===== src/rtl/mdio_pkg.sv =====
package mdio_pkg;
  localparam int PRE_LEN   = 32;
  localparam int FRAME_LEN = 64;
  localparam int CNT_W     = $clog2(FRAME_LEN + 1);
  localparam int REL_IDX   = PRE_LEN + 14;   // first turnaround slot
  localparam int TA2_IDX   = REL_IDX + 1;    // slot where PHY must drive 0
  localparam int DATA_IDX  = REL_IDX + 2;

  localparam int B_BUSY = 29;
  localparam int B_FAIL = 28;

  localparam logic [1:0] OP_RD = 2'b10;
  localparam logic [1:0] OP_WR = 2'b01;
endpackage


===== src/rtl/mdio_mdc_gen.sv =====
module mdio_mdc_gen #(
  parameter int DIV_HALF = 4
) (
  input  logic clk_i,
  input  logic rst_ni,
  input  logic run_i,
  output logic mdc_o,
  output logic rise_o,
  output logic fall_o
);
  localparam int CW = $clog2(DIV_HALF + 1);

  logic [CW-1:0] cnt_q;
  logic          mdc_q;
  logic          tick;

  assign tick   = run_i && (cnt_q == CW'(DIV_HALF - 1));
  assign rise_o = tick && !mdc_q;
  assign fall_o = tick && mdc_q;
  assign mdc_o  = mdc_q;

  always_ff @(posedge clk_i or negedge rst_ni) begin
    if (!rst_ni) begin
      cnt_q <= '0;
      mdc_q <= 1'b0;
    end else if (!run_i) begin
      cnt_q <= '0;
      mdc_q <= 1'b0;
    end else if (tick) begin
      cnt_q <= '0;
      mdc_q <= ~mdc_q;
    end else begin
      cnt_q <= cnt_q + 1'b1;
    end
  end

  AST_MDC_RISE: assert property (@(posedge clk_i) disable iff (!rst_ni)
    rise_o |=> mdc_o);
  AST_MDC_STOP: assert property (@(posedge clk_i) disable iff (!rst_ni)
    !run_i |=> !mdc_o);
endmodule


===== src/rtl/mdio_frame.sv =====
module mdio_frame
  import mdio_pkg::*;
(
  input  logic        clk_i,
  input  logic        rst_ni,
  input  logic        start_i,
  input  logic [1:0]  op_i,
  input  logic [4:0]  phy_i,
  input  logic [4:0]  reg_i,
  input  logic [15:0] wdata_i,
  input  logic        rise_i,
  input  logic        fall_i,
  input  logic        mdio_i,
  output logic        active_o,
  output logic        mdio_o,
  output logic        mdio_oe_o,
  output logic        done_o,
  output logic        fail_o,
  output logic [15:0] rdata_o
);
  logic [FRAME_LEN-1:0] sh_q;
  logic [FRAME_LEN-1:0] frame;
  logic [CNT_W-1:0]     cnt_q;
  logic                 active_q, rd_q, ta_ok_q, done_q, fail_q;
  logic [15:0]          cap_q, rdata_q;
  logic                 rd_new;

  assign rd_new = (op_i == OP_RD);
  assign frame  = {{PRE_LEN{1'b1}}, 2'b01, op_i, phy_i, reg_i,
                   (rd_new ? 2'b11 : 2'b10), (rd_new ? 16'hFFFF : wdata_i)};

  always_ff @(posedge clk_i or negedge rst_ni) begin
    if (!rst_ni) begin
      sh_q     <= '0;
      cnt_q    <= '0;
      active_q <= 1'b0;
      rd_q     <= 1'b0;
      ta_ok_q  <= 1'b0;
      cap_q    <= '0;
      done_q   <= 1'b0;
      fail_q   <= 1'b0;
      rdata_q  <= '0;
    end else if (start_i) begin
      sh_q     <= frame;
      cnt_q    <= '0;
      active_q <= 1'b1;
      rd_q     <= rd_new;
      ta_ok_q  <= 1'b0;
      cap_q    <= '0;
      done_q   <= 1'b0;
    end else begin
      done_q <= 1'b0;
      if (active_q && rise_i && rd_q) begin
        if (cnt_q == CNT_W'(TA2_IDX)) ta_ok_q <= !mdio_i;
        if (cnt_q >= CNT_W'(DATA_IDX)) cap_q <= {cap_q[14:0], mdio_i};
      end
      if (active_q && fall_i) begin
        sh_q  <= sh_q << 1;
        cnt_q <= cnt_q + 1'b1;
        if (cnt_q == CNT_W'(FRAME_LEN - 1)) begin
          active_q <= 1'b0;
          done_q   <= 1'b1;
          fail_q   <= rd_q && !ta_ok_q;
          rdata_q  <= (rd_q && !ta_ok_q) ? 16'hFFFF : cap_q;
        end
      end
    end
  end

  assign active_o  = active_q;
  assign mdio_o    = active_q ? sh_q[FRAME_LEN-1] : 1'b1;
  assign mdio_oe_o = active_q && (!rd_q || (cnt_q < CNT_W'(REL_IDX)));
  assign done_o    = done_q;
  assign fail_o    = fail_q;
  assign rdata_o   = rdata_q;

  AST_EDGE_EXCL: assert property (@(posedge clk_i) disable iff (!rst_ni)
    !(rise_i && fall_i));
  AST_MDIO_HOLD: assert property (@(posedge clk_i) disable iff (!rst_ni)
    (active_q && $past(active_q) && !$past(fall_i) && !$past(start_i))
      |-> $stable(mdio_o));
endmodule


===== src/rtl/mdio_cmd_engine.sv =====
module mdio_cmd_engine
  import mdio_pkg::*;
#(
  parameter int DIV_HALF = 4
) (
  input  logic        clk_i,
  input  logic        rst_ni,
  input  logic        reg_we_i,
  input  logic [31:0] reg_wdata_i,
  output logic [31:0] reg_rdata_o,
  output logic        mdc_o,
  output logic        mdio_o,
  output logic        mdio_oe_o,
  input  logic        mdio_i
);
  logic [29:0] cmd_q;
  logic        busy, launch;
  logic        active, rise, fall, done, fail;
  logic [15:0] rdata;

  assign busy   = cmd_q[B_BUSY];
  assign launch = reg_we_i && !busy && reg_wdata_i[B_BUSY];

  always_ff @(posedge clk_i or negedge rst_ni) begin
    if (!rst_ni) begin
      cmd_q <= '0;
    end else if (reg_we_i && !busy) begin
      cmd_q[27:0]   <= reg_wdata_i[27:0];
      cmd_q[B_BUSY] <= reg_wdata_i[B_BUSY];
      if (reg_wdata_i[B_BUSY]) cmd_q[B_FAIL] <= 1'b0;
    end else if (done) begin
      cmd_q[B_BUSY] <= 1'b0;
      cmd_q[B_FAIL] <= fail;
      if (cmd_q[27:26] == OP_RD) cmd_q[15:0] <= rdata;
    end
  end

  assign reg_rdata_o = {2'b00, cmd_q};

  mdio_mdc_gen #(.DIV_HALF(DIV_HALF)) u_mdc (
    .clk_i  (clk_i),
    .rst_ni (rst_ni),
    .run_i  (active),
    .mdc_o  (mdc_o),
    .rise_o (rise),
    .fall_o (fall)
  );

  mdio_frame u_frame (
    .clk_i     (clk_i),
    .rst_ni    (rst_ni),
    .start_i   (launch),
    .op_i      (reg_wdata_i[27:26]),
    .phy_i     (reg_wdata_i[25:21]),
    .reg_i     (reg_wdata_i[20:16]),
    .wdata_i   (reg_wdata_i[15:0]),
    .rise_i    (rise),
    .fall_i    (fall),
    .mdio_i    (mdio_i),
    .active_o  (active),
    .mdio_o    (mdio_o),
    .mdio_oe_o (mdio_oe_o),
    .done_o    (done),
    .fail_o    (fail),
    .rdata_o   (rdata)
  );

  AST_LAUNCH_BUSY: assert property (@(posedge clk_i) disable iff (!rst_ni)
    launch |=> busy);
  AST_IDLE_QUIET: assert property (@(posedge clk_i) disable iff (!rst_ni)
    !busy |-> (!mdio_oe_o && !mdc_o));
  AST_BUSY_IGNORE: assert property (@(posedge clk_i) disable iff (!rst_ni)
    (busy && reg_we_i) |=> (cmd_q[27:16] == $past(cmd_q[27:16])));
  AST_FAIL_ONES: assert property (@(posedge clk_i) disable iff (!rst_ni)
    ($fell(busy) && cmd_q[B_FAIL]) |-> (cmd_q[15:0] == 16'hFFFF));
endmodule


===== config.mk =====
export PLATFORM = sky130hd
export DESIGN_NAME = mdio_cmd_engine
export DESIGN_NICKNAME = d
export VERILOG_FILES = /design/src/rtl/mdio_pkg.sv /design/src/rtl/mdio_mdc_gen.sv /design/src/rtl/mdio_frame.sv /design/src/rtl/mdio_cmd_engine.sv
export SDC_FILE = /design/constraint.sdc
export NUM_CORES = 1
export LEC_CHECK = 0
export ABC_CLOCK_PERIOD_IN_PS = 1970
export BUFFER_PORTS_ARGS = -buffer_cell sky130_fd_sc_hd__buf_4
export CORE_MARGIN = 1
export CORE_UTILIZATION = 53
export CTS_CLUSTER_SIZE = 12
export DETAILED_ROUTE_END_ITERATION = 8
export PLACE_DENSITY = 0.76
export SYNTH_ARGS = -nofsm -noshare
export SYNTH_HDL_FRONTEND = slang
export SYNTH_HIERARCHICAL = 1
export SYNTH_SLANG_ARGS = --single-unit

===== constraint.sdc =====
create_clock -name clk_i -period 1.97 [get_ports clk_i]
set_clock_uncertainty 0.15 [all_clocks]
set_input_delay 0.394 -clock clk_i [delete_from_list [all_inputs] [get_ports clk_i]]
set_output_delay 0.394 -clock clk_i [all_outputs]
set_load 0.02 [all_outputs]

==> reports/metrics.yaml, run 1 <==
outcome:
  outcome: "finished, violations left"
  violations: "negative setup slack"
sta:
  grt_setup_unrepaired: "true"
  final.setup.tns_ps: -48.4
  fmaxAchievable_mhz: 495
  maxSlewHeadroom_pct: 52.1
  timing.final.hold_violations: 0
  setup-violations-final: 1
  max_slew.worst_pin.slew_ps: 715
  whs_ps: 53.5
  timing.final.crit_share_pct: 102
  fin_ws_ps: -48.4
  final.min_clock_period_ps: 2020
  final-max-slew-violation-count: 0
global_route:
  grt_first_pass_wirelength_um: 23400
  grt_max_degree: 55
  global_routing_usage_summed_across_all_routing_layers_pct: 23.4
  initial_antenna_violation_count: 0
  globalRouteOverflowTotal: 0
  via_count_of_the_first_global_routing_pass: 4790
clocking:
  cts_root_buf: "clkbuf_16"
  cts.htree.levels: 4
  cts_tree: "done"
  clock_path_buffers: 2
  cts-buffers-inserted: 17
  clkSlewWorstSetupHoldPaths_ps: 60
  clock_sinks: 142
  clk_latency_ps: 420
logic_synthesis:
  async_flop_share_pct: 100
  synth-seq-cells: 142
  seq_area_frac_synth_pct: 54.3
  yosys.cell_types.count: 46
  yosys_most_used_dff: "dfrtp_1"
  avgSynthCellArea_um2: 11.4
  ys.warnings.count: 6
  number_of_enable_flip_flop_cells_after_synthesis: 0
  mappedNetlistArea_mm2: 0.00655
  post_synth_inst_count: 575
worst_setup_path:
  cp.buffers_inverters: 1
  critPathArrivalTime_ps: 1470
  top_cell_family_by_delay_on_the_critical_path: "compound AO/OA/AOI/OAI gates"
  worst_setup_path_end_kind: "primary output"
  path_cells: "a31o_2, a21oi_2, o21a_1, buf_6"
  critical-path-slowest-cell: "dfrtp_1"
  crit_fanout: 2
  critical_setup_path_kind: "reg2out"
  crit_required_ps: 1430
  crit_path_start_kind: "flop"
  critical-path-max-stage-delay_ps: 380
power_and_ir_drop:
  power.ir.vdd_worst_uv: 614
  cellPowerDensity_mw_per_mm2: 1200
  p_leak_uw: 0.00413
routing:
  detail_route.vias_per_cell: 5.85
  drt_pass1_iterations: 4
  totalWireLength_um: 14800
  detail-route-antenna-nets: 0
  drt_iter0_markers: 399
  routed-via-count: 4806
  post_drt_wl_per_cell_um: 18.0
  drc_violation_count_after_routing: 0
die:
  placement_rows: 40
  core-area_mm2: 0.0120
  die_h_um: 113
  effective_utilization_at_floorplan_pct: 54.5
  die_width_um: 113
  die_area_mm2: 0.0128
  ioPinCount: 71
run:
  drv_cap: 0
final_layout:
  nNetsFinal: 702
  final_cell_mix: "dfrtp_1, buf_4, and3_1, a211o_1, o21ai_0"
  post-route-util_pct: 68.8
  syn2layout_area_growth_pct: 26.3
  num_antenna_cells: 0
  layout-drive-gt1-share_pct: 32.1
  final_common_cell: "dfrtp_1"
  layoutNonFillerInstCount: 822
placed_design:
  count_of_placed_standard_cells_including_taps: 770
  placement.setup.worst_slack_ps: -67.3
  finalWeightedCongestion: 0.768
  dp.final_hpwl_um: 8710
  port-buffer-count: 65
hold_path:
  hp-class: "in2reg"
[sequential cells by signal, summed over array words and instances (netlist names)]
register          cells
cmd_q                30
u_frame/active_o      1
u_frame/cap_q        16
u_frame/cnt_q         7
u_frame/done_o        1
u_frame/fail_o        1
u_frame/rd_q          1
u_frame/rdata_o      16
u_frame/sh_q         64
u_frame/ta_ok_q       1
u_mdc/cnt_q           3
u_mdc/mdc_o           1
[cell usage after synthesis (19+ instances only)]
cell type,number,area (um2)
a211o_1,34,298
mux2_2,19,214
and3_1,51,319
inv_1,20,75.1
mux2_4,25,375
mux2i_1,30,300
nor2_1,26,97.6
nand3_1,22,110
dfrtp_1,142,3550
clkbuf_1,32,120
a21oi_1,30,150
o21ai_0,40,200
nand2_1,23,86.3
[final cells by class]
| type | count | area (um2) |
|---|---|---|
| clock buffer | 24 | 492 |
| clock inverter | 7 | 85.1 |
| fill | 821 | 3740 |
| inverter | 20 | 75.1 |
| multi-input combinational | 366 | 2790 |
| sequential | 142 | 3560 |
| tap | 147 | 184 |
| timing repair buffer | 116 | 1090 |
[tightest hold or removal path: cells and delay by family]
kind,cells,cell delay [ps]
compound gates,1,60
buf+inv,1,80
simple gates,1,40
[final timing paths]
kind                             startpoint  slack [ps]          endpoint  cells past startpoint
hold reg to reg              u_mdc/cnt_q[0]         290    u_mdc/cnt_q[0]                      1
setup reg to reg             u_mdc/cnt_q[0]          40   u_frame/sh_q[1]                      8
max in group asynchronous            rst_ni         760  u_frame/sh_q[61]                      3
min in group asynchronous            rst_ni         330  u_frame/sh_q[17]                      2
hold / removal              reg_wdata_i[22]          50  u_frame/sh_q[24]                      3
setup / recovery           u_frame/cnt_q[2]         -50         mdio_oe_o                      4
[metrics by stage]
stage                     instance area, um2  power (uW)
after floorplan                         6570        5730
after global placement                  7300        6360
after detailed placement                7300        6510
after CTS                               7990        9790
after global routing                    8270       10400
final                                   8270        9920
[per-layer routing]
metal  routed length (um)  track usage [%]  up-vias
met3                  625             5.36       23
li1                     -                -     2221
met1                 6390             29.4     2416
met2                 7500             39.6      146
met5                    0                0        -
met4                  255             8.95        0
[what timing repair did]
action                                  CTS  global route
gates resized for setup                  10            30
buffers inserted                          5            11
endpoints found under the hold margin    43             0
endpoints found under the setup margin   38            65
pin swaps                                 1             9
hold buffers                              1             0
cloned                                    1             3
[logic make-up (layout without fill, tap and decap cells)]
| family | after synthesis | after routing | share of synthesized area (%) |
|---|---|---|---|
| buf+inv | 69 | 167 | 5.20 |
| other cells | 1 | 2 | 0.0573 |
| flops | 142 | 142 | 54.3 |
| simple gates | 150 | 151 | 12.7 |
| fa+ha+maj | 3 | 3 | 0.573 |
| compound gates | 133 | 133 | 13.2 |
| xor+xnor | 2 | 2 | 0.268 |
| mux | 75 | 75 | 13.8 |
[where the power goes]
part | switching, uW | internal, uW
Sequential | 585 | 3860
Clock | 1150 | 1980
Combinational | 1110 | 1230
No activity file was read; power rests on OpenSTA's default activity.
==> inputs of run 2 (changes only) <==
- ABC_CLOCK_PERIOD_IN_PS: 1970 -> 2300
- CORE_UTILIZATION: 53 -> 55
- PLACE_DENSITY: 0.76 -> 0.75
- clock period: 1.97 -> 2.3 ns (I/O delays scaled with it)
==> run 2 against run 1 <==
  * The flow finishes with violations (design-rule violations)
  * Sequential power shrank 14%
  * Non-clock buffer count shrank 32
  * Final cell count shrank 4.5%
  * Critical path depth is the same
  * Final area shrank 5.8%
  * Worst setup slack gained 140 ps
  * Combinational power shrank 26%
  * Global-route usage shrank 0.14 points
  * Total power shrank 16%
  * Flip-flop and latch count is the same
  * Largest cell class unchanged
==> reports/metrics.yaml, run 2 (same netlist as run 1, synthesis figures left out) <==
global_route:
  globalRouteOverflowTotal: 0  # unchanged
  via_count_of_the_first_global_routing_pass: 4504  # was 4790
  grt_max_degree: 60  # was 55
  grt_first_pass_wirelength_um: 22700  # was 23400 um
  initial_antenna_violation_count: 0  # unchanged
  global_routing_usage_summed_across_all_routing_layers_pct: 23.3  # was 23.4%
final_layout:
  final_cell_mix: "dfrtp_1, buf_4, and3_1, o21ai_0, a211o_1"  # was dfrtp_1, buf_4, and3_1, a211o_1, o21ai_0
  layoutNonFillerInstCount: 785  # was 822
  seq_area_mm2: 0.00355  # was 0.00356 mm2
  area_of_the_multi_input_gates_mm2: 0.00268  # was 0.00279 mm2
  layout-drive-gt1-share_pct: 25.9  # was 32.1%
  largest_register: "u_frame/sh_q"  # unchanged
  final_common_cell: "dfrtp_1"  # unchanged
  largest_register_ffs: 64  # unchanged
  final.fill_count: 848  # was 821
  syn2layout_area_growth_pct: 19.0  # was 26.3%
  nNetsFinal: 669  # was 702
  largest_registers: "u_frame/sh_q x64, cmd_q x30"  # unchanged
  num_antenna_cells: 0  # unchanged
clocking:
  clk_latency_ps: 430  # was 420 ps
  cts-buffers-inserted: 17  # unchanged
  cts_root_buf: "clkbuf_16"  # unchanged
  clock_path_buffers: 2  # unchanged
  cts.htree.levels: 4  # unchanged
  clock_sinks: 142  # unchanged
  clkSlewWorstSetupHoldPaths_ps: 50  # was 60 ps
  postCtsSetupRepairBufs: 0  # was 5
  cts_tree: "done"  # unchanged
die:
  placement_rows: 39  # was 40
  core-area_mm2: 0.0115  # was 0.0120 mm2
  ioPinCount: 71  # unchanged
  die_width_um: 111  # was 113 um
  effective_utilization_at_floorplan_pct: 56.9  # was 54.5%
  die_area_mm2: 0.0123  # was 0.0128 mm2
  die_h_um: 111  # was 113 um
worst_setup_path:
  critical_setup_path_kind: "reg2out"  # unchanged
  crit_path_start_kind: "flop"  # unchanged
  crit_required_ps: 1690  # was 1430 ps
  worst_setup_path_end_kind: "primary output"  # unchanged
  critPathArrivalTime_ps: 1600  # was 1470 ps
  crit_fanout: 5  # was 2
routing:
  detail-route-antenna-nets: 0  # unchanged
  drt_pass1_iterations: 7  # was 4
  post_drt_wl_per_cell_um: 16.9  # was 18.0 um
  detail_route.vias_per_cell: 5.90  # was 5.85
  drc_violation_count_after_routing: 16  # was 0
  routed-via-count: 4628  # was 4806
  drt_iter0_markers: 363  # was 399
  totalWireLength_um: 13300  # was 14800 um
placed_design:
  finalWeightedCongestion: 0.753  # was 0.768
  port-buffer-count: 65  # unchanged
  dp.final_hpwl_um: 8310  # was 8710 um
  count_of_placed_standard_cells_including_taps: 753  # was 770
sta:
  whs_ps: 109  # was 53.5 ps
  maxSlewHeadroom_pct: 14.9  # was 52.1%
  fmaxAchievable_mhz: 453
  final-max-slew-violation-count: 0  # unchanged
  timing.final.crit_share_pct: 96.1
  setup-violations-final: 0  # was 1
  max_slew.worst_pin.slew_ps: 1270  # was 715 ps
  timing.final.hold_violations: 0  # unchanged
  final.setup.tns_ps: 0  # was -48.4 ps
  grt_setup_unrepaired: "false"  # was true
  final.min_clock_period_ps: 2210
power_and_ir_drop:
  power.share.combinational_pct: 20.7  # was 23.6%
  switching_share_pct: 27.8  # was 28.7%
  net_switching_uw: 2320  # was 2840 uW
  power.ir.vdd_worst_uv: 458  # was 614 uV
  internal-power_uw: 6010  # was 7080 uW
  cellPowerDensity_mw_per_mm2: 1070  # was 1200 mW/mm2
  power_frac_seq_pct: 45.7  # was 44.9%
  p_leak_uw: 0.00391  # was 0.00413 uW
  pwr-share-clk_pct: 33.6  # was 31.5%
run:
  drv_cap: 0  # unchanged
hold_path:
  hp-class: "in2reg"  # unchanged
outcome:
  violations: "design-rule violations"  # was negative setup slack
  outcome: "finished, violations left"  # unchanged
-- run 2: cell types whose count changed in the layout (fill, tap and decap cells not counted), moves of 4 or more --
cell | previous run | this run
buf_4 | 92 | 77
a211oi_1 | 6 | 15
a211oi_2 | 9 | 0
buf_6 | 10 | 2
buf_12 | 10 | 4
o21ai_0 | 34 | 40
o21ai_1 | 8 | 2
clkbuf_8 | 4 | 8
-- run 2: power groups by stage --
stage                     clock network, uW  registers [uW]  logic [uW]
final                                  2800            3810        1730
after global routing                   2970            3910        1910
after CTS                              2840            3800        1740
after detailed placement                  0            3830        1720
after global placement                    0            3790        1640
after floorplan                           0            3830        1080
-- run 2: path summary, 6_finish.rpt --
check / startpoint / to / slack (ps) / depth (start not counted)
max: u_frame/cnt_q[2] / mdio_oe_o / 90 / 4
min: reg_wdata_i[22] / u_frame/sh_q[24] / 110 / 3
max reg2reg: u_mdc/cnt_q[0] / u_frame/fail_o / 130 / 7
min reg2reg: u_mdc/cnt_q[0] / u_mdc/cnt_q[0] / 300 / 1
max in group asynchronous: rst_ni / u_frame/sh_q[11] / 950 / 3
min in group asynchronous: rst_ni / u_frame/sh_q[22] / 420 / 2
-- run 2: cell type report --
class | instances | area share [%]
repair buffers | 84 | 8.87
multi-input cells | 365 | 34.4
inverters | 20 | 0.964
clock buffers | 26 | 6.92
well taps | 143 | 2.30
flip-flops and latches | 142 | 45.6
clock inverters | 5 | 0.964
-- run 2: timing repair --
action,CTS,global route
gates resized for setup,0,1
endpoints found under the setup margin,0,1
hold buffers,1,0
endpoints found under the hold margin,54,0
-- run 2: routing by layer --
| metal | share of wire (%) | vias to the layer above | GRT usage [%] |
|---|---|---|---|
| met5 | 0 | - | 0 |
| met4 | 1.9 | 0 | 9.37 |
| met3 | 5.6 | 23 | 5.30 |
| met2 | 48 | 161 | 35.5 |
| met1 | 45 | 2293 | 32.5 |
| li1 | - | 2151 | - |
-- run 2: worst max-delay path, cell delays in order, from the launching register on --
cell     delay (ps)
dfrtp_1         430
a31o_2          270
a21oi_1         170
o21a_1          160
buf_4           140
-- run 2: stage by stage --
| step | setup slack, ps | instance area [um2] | util, % | power [uW] |
|---|---|---|---|---|
| after detailed placement | 107 | 7160 | 62.2 | 5550 |
| after floorplan | 280 | 6550 | - | 4910 |
| after global routing | 10.2 | 7790 | 67.6 | 8790 |
| final | 90.4 | 7790 | 67.6 | 8330 |
| after global placement | 127 | 7160 | 62.2 | 5430 |
| after CTS | 86.6 | 7790 | 67.6 | 8380 |
==> inputs of run 3 (changes only) <==
- CORE_UTILIZATION: 55 -> 30
- GPL_TIMING_DRIVEN: not set -> 1
- PLACE_DENSITY: 0.75 -> not set
==> run 3 against run 2 <==
  * Global-route usage is 10 points lower
  * Worst setup slack worse by 17 ps
  * The flow now finishes without violations
  * Critical path type unchanged
  * Register-to-register slack hardly changed
  * Sequential share of layout area is 0.80 points lower
  * Via count is 4.2% lower
  * Count of clock-buffer cells in the layout is 1 lower
  * Largest power group unchanged
==> reports/metrics.yaml, run 3 (same netlist as run 1, synthesis figures left out) <==
worst_setup_path:
  worst_setup_path_end_kind: "primary output"  # unchanged
  critical-path-slowest-cell: "dfrtp_2"  # was dfrtp_1
  worst-r2r-cell-count: 7  # unchanged
  critPathArrivalTime_ps: 1620  # was 1600 ps
  cp.buffers_inverters: 1  # unchanged
  crit_path_start_kind: "flop"  # unchanged
  critical-path-max-stage-delay_ps: 440  # was 430 ps
  crit_required_ps: 1690  # about the same
  critical_setup_path_kind: "reg2out"  # unchanged
  top_cell_family_by_delay_on_the_critical_path: "compound AO/OA/AOI/OAI gates"  # unchanged
  r2r-start: "u_mdc/cnt_q[0]"  # unchanged
  rrSetupSlack_ps: 130  # about the same
  path_cells: "a31o_2, a21oi_1, o21a_1, buf_4"  # unchanged
  crit_fanout: 5  # unchanged
  ff_to_ff_end: "u_frame/cnt_q[6]"  # was u_frame/fail_o
hold_path:
  min_delay_path_depth: 3  # unchanged
  hp-class: "in2reg"  # unchanged
  hold_end: "u_frame/sh_q[27]"  # was u_frame/sh_q[24]
  min_from: "reg_wdata_i[25]"  # was reg_wdata_i[22]
global_route:
  globalRouteOverflowTotal: 0  # unchanged
  global_routing_usage_summed_across_all_routing_layers_pct: 13.3  # was 23.3%
  initial_antenna_violation_count: 0  # unchanged
  grt_first_pass_wirelength_um: 23300  # was 22700 um
  grt_max_degree: 65  # was 60
  via_count_of_the_first_global_routing_pass: 4551  # was 4504
routing:
  met3RoutedLength_um: 484  # was 742 um
  detail-route-antenna-nets: 0  # unchanged
  post_drt_wl_per_cell_um: 14.8  # was 16.9 um
  drc_violation_count_after_routing: 0  # was 16
  wl_met2_um: 6150  # was 6320 um
  maxUsedRoutingLayer: "met4"  # unchanged
  drt_iter0_markers: 287  # was 363
  wl_met1_um: 6880  # was 5960 um
  totalWireLength_um: 13600  # was 13300 um
  detail_route.vias_per_cell: 4.82  # was 5.90
  drt_pass1_iterations: 4  # was 7
  routed-via-count: 4435  # was 4628
die:
  die_area_mm2: 0.0224  # was 0.0123 mm2
  effective_utilization_at_floorplan_pct: 30.9  # was 56.9%
  ioPinCount: 71  # unchanged
  die_width_um: 150  # was 111 um
  core-area_mm2: 0.0212  # was 0.0115 mm2
  placement_rows: 53  # was 39
  die_h_um: 150  # was 111 um
placed_design:
  port-buffer-count: 65  # unchanged
  dp.final_hpwl_um: 8680  # was 8310 um
  finalWeightedCongestion: 0.749  # was 0.753
power_and_ir_drop:
  power.ir.vdd_worst_uv: 436  # was 458 uV
  cellPowerDensity_mw_per_mm2: 1020  # was 1070 mW/mm2
  p_leak_uw: 0.00388  # was 0.00391 uW
clocking:
  cts-buffers-inserted: 17  # unchanged
  postCtsSetupRepairBufs: 0  # unchanged
  cts_root_buf: "clkbuf_16"  # unchanged
  cts_tree: "done"  # unchanged
  clock_path_buffers: 2  # unchanged
  cts.htree.levels: 4  # unchanged
  clock_sinks: 142  # unchanged
  clk_latency_ps: 410  # was 430 ps
  clkSlewWorstSetupHoldPaths_ps: 60  # was 50 ps
run:
  drv_cap: 0  # unchanged
final_layout:
  final_cell_mix: "dfrtp_1, buf_4, and3_1, o21ai_0, a211o_1"  # unchanged
  syn2layout_area_growth_pct: 21.2  # was 19.0%
  layout-drive-gt1-share_pct: 26.0  # was 25.9%
  post-route-util_pct: 37.4  # was 67.6%
  final_common_cell: "dfrtp_1"  # unchanged
  largest_register: "u_frame/sh_q"  # unchanged
  num_antenna_cells: 0  # unchanged
  largest_register_ffs: 64  # unchanged
  largest_registers: "u_frame/sh_q x64, cmd_q x30"  # unchanged
  final.fill_count: 2131  # was 848
  nNetsFinal: 672  # was 669
sta:
  grt_setup_unrepaired: "false"  # unchanged
  setup-violations-final: 0  # unchanged
  maxSlewHeadroom_pct: 58.2  # was 14.9%
  final.setup.tns_ps: 0  # unchanged
  fmaxAchievable_mhz: 449  # was 453 MHz
  final.min_clock_period_ps: 2230  # was 2210 ps
  max_slew.worst_pin.slew_ps: 627  # was 1270 ps
  timing.final.hold_violations: 0  # unchanged
  final-max-slew-violation-count: 0  # unchanged
  timing.final.crit_share_pct: 96.8  # was 96.1%
outcome:
  outcome: "finished, final reports clean"  # was finished, violations left
==> run 3: changes by cell type in the layout (fill, tap and decap cells not counted), sizes merged <==
cell / change
clkinvlp: +2
clkbuf: -1
buf: +3
bufinv: -1
==> run 3: metal layers <==
metal	global-route usage [%]	vias up
met5	0	-
met4	3.79	0
met3	3.75	6
met2	20.2	68
met1	18.4	2204
li1	-	2157
==> run 3: worst max-delay path by stage <==
stage | startpoint | end | slack (ps) | depth (start not counted)
6_report | u_frame/cnt_q[2] | mdio_oe_o | 70 | 4
5_1_grt | u_frame/cnt_q[2] | mdio_oe_o | 0.01 | 4
4_1_cts | u_frame/cnt_q[2] | mdio_oe_o | 40 | 4
3_5_place_dp | u_mdc/cnt_q[0] | u_frame/cnt_q[6] | 100 | 7
3_3_place_gp | u_mdc/cnt_q[0] | u_frame/cnt_q[6] | 120 | 7
2_1_floorplan | u_mdc/cnt_q[0] | u_frame/sh_q[27] | 280 | 9
==> run 3: where the power goes <==
group          switching [uW]  internal [uW]
Clock                     991           1560
Combinational             828            897
Sequential                481           3310
Total                    2300           5770
==> run 3: cell type report <==
class | count | area, um2 | area share [%]
multi-input combinational | 365 | 2680 | 33.8
clock inverter | 6 | 60.1 | 0.757
sequential | 142 | 3560 | 44.8
clock buffer | 25 | 485 | 6.12
timing repair buffer | 87 | 734 | 9.26
inverter | 20 | 75.1 | 0.946
tap | 275 | 344 | 4.34
==> run 3: worst reg2reg max path: stages (launching register included) <==
cell     delay [ps]
dfrtp_1         340
ha_1            190
nor2b_4         180
and3_2          240
nand2_2         130
buf_12          200
or4_1           510
a21oi_1         150
==> run 3: per-stage QoR <==
stage	std cells	total power [uW]	worst slack, ps	hold WS [ps]	area [um2]
4_1_cts	920	8170	41.5	98.9	7930
3_5_place_dp	888	5570	99.7	280	7370
3_3_place_gp	888	5510	117	277	7370
2_1_floorplan	576	4910	280	14.4	6550
6_report	920	8070	73.2	113	7930
5_1_grt	920	8590	0.0144	103	7930
==> run 3: what timing repair did <==
action,CTS,global route
hold endpoints to repair,44,0
setup endpoints to repair,0,3
resized for setup,0,3
hold buffers,1,0
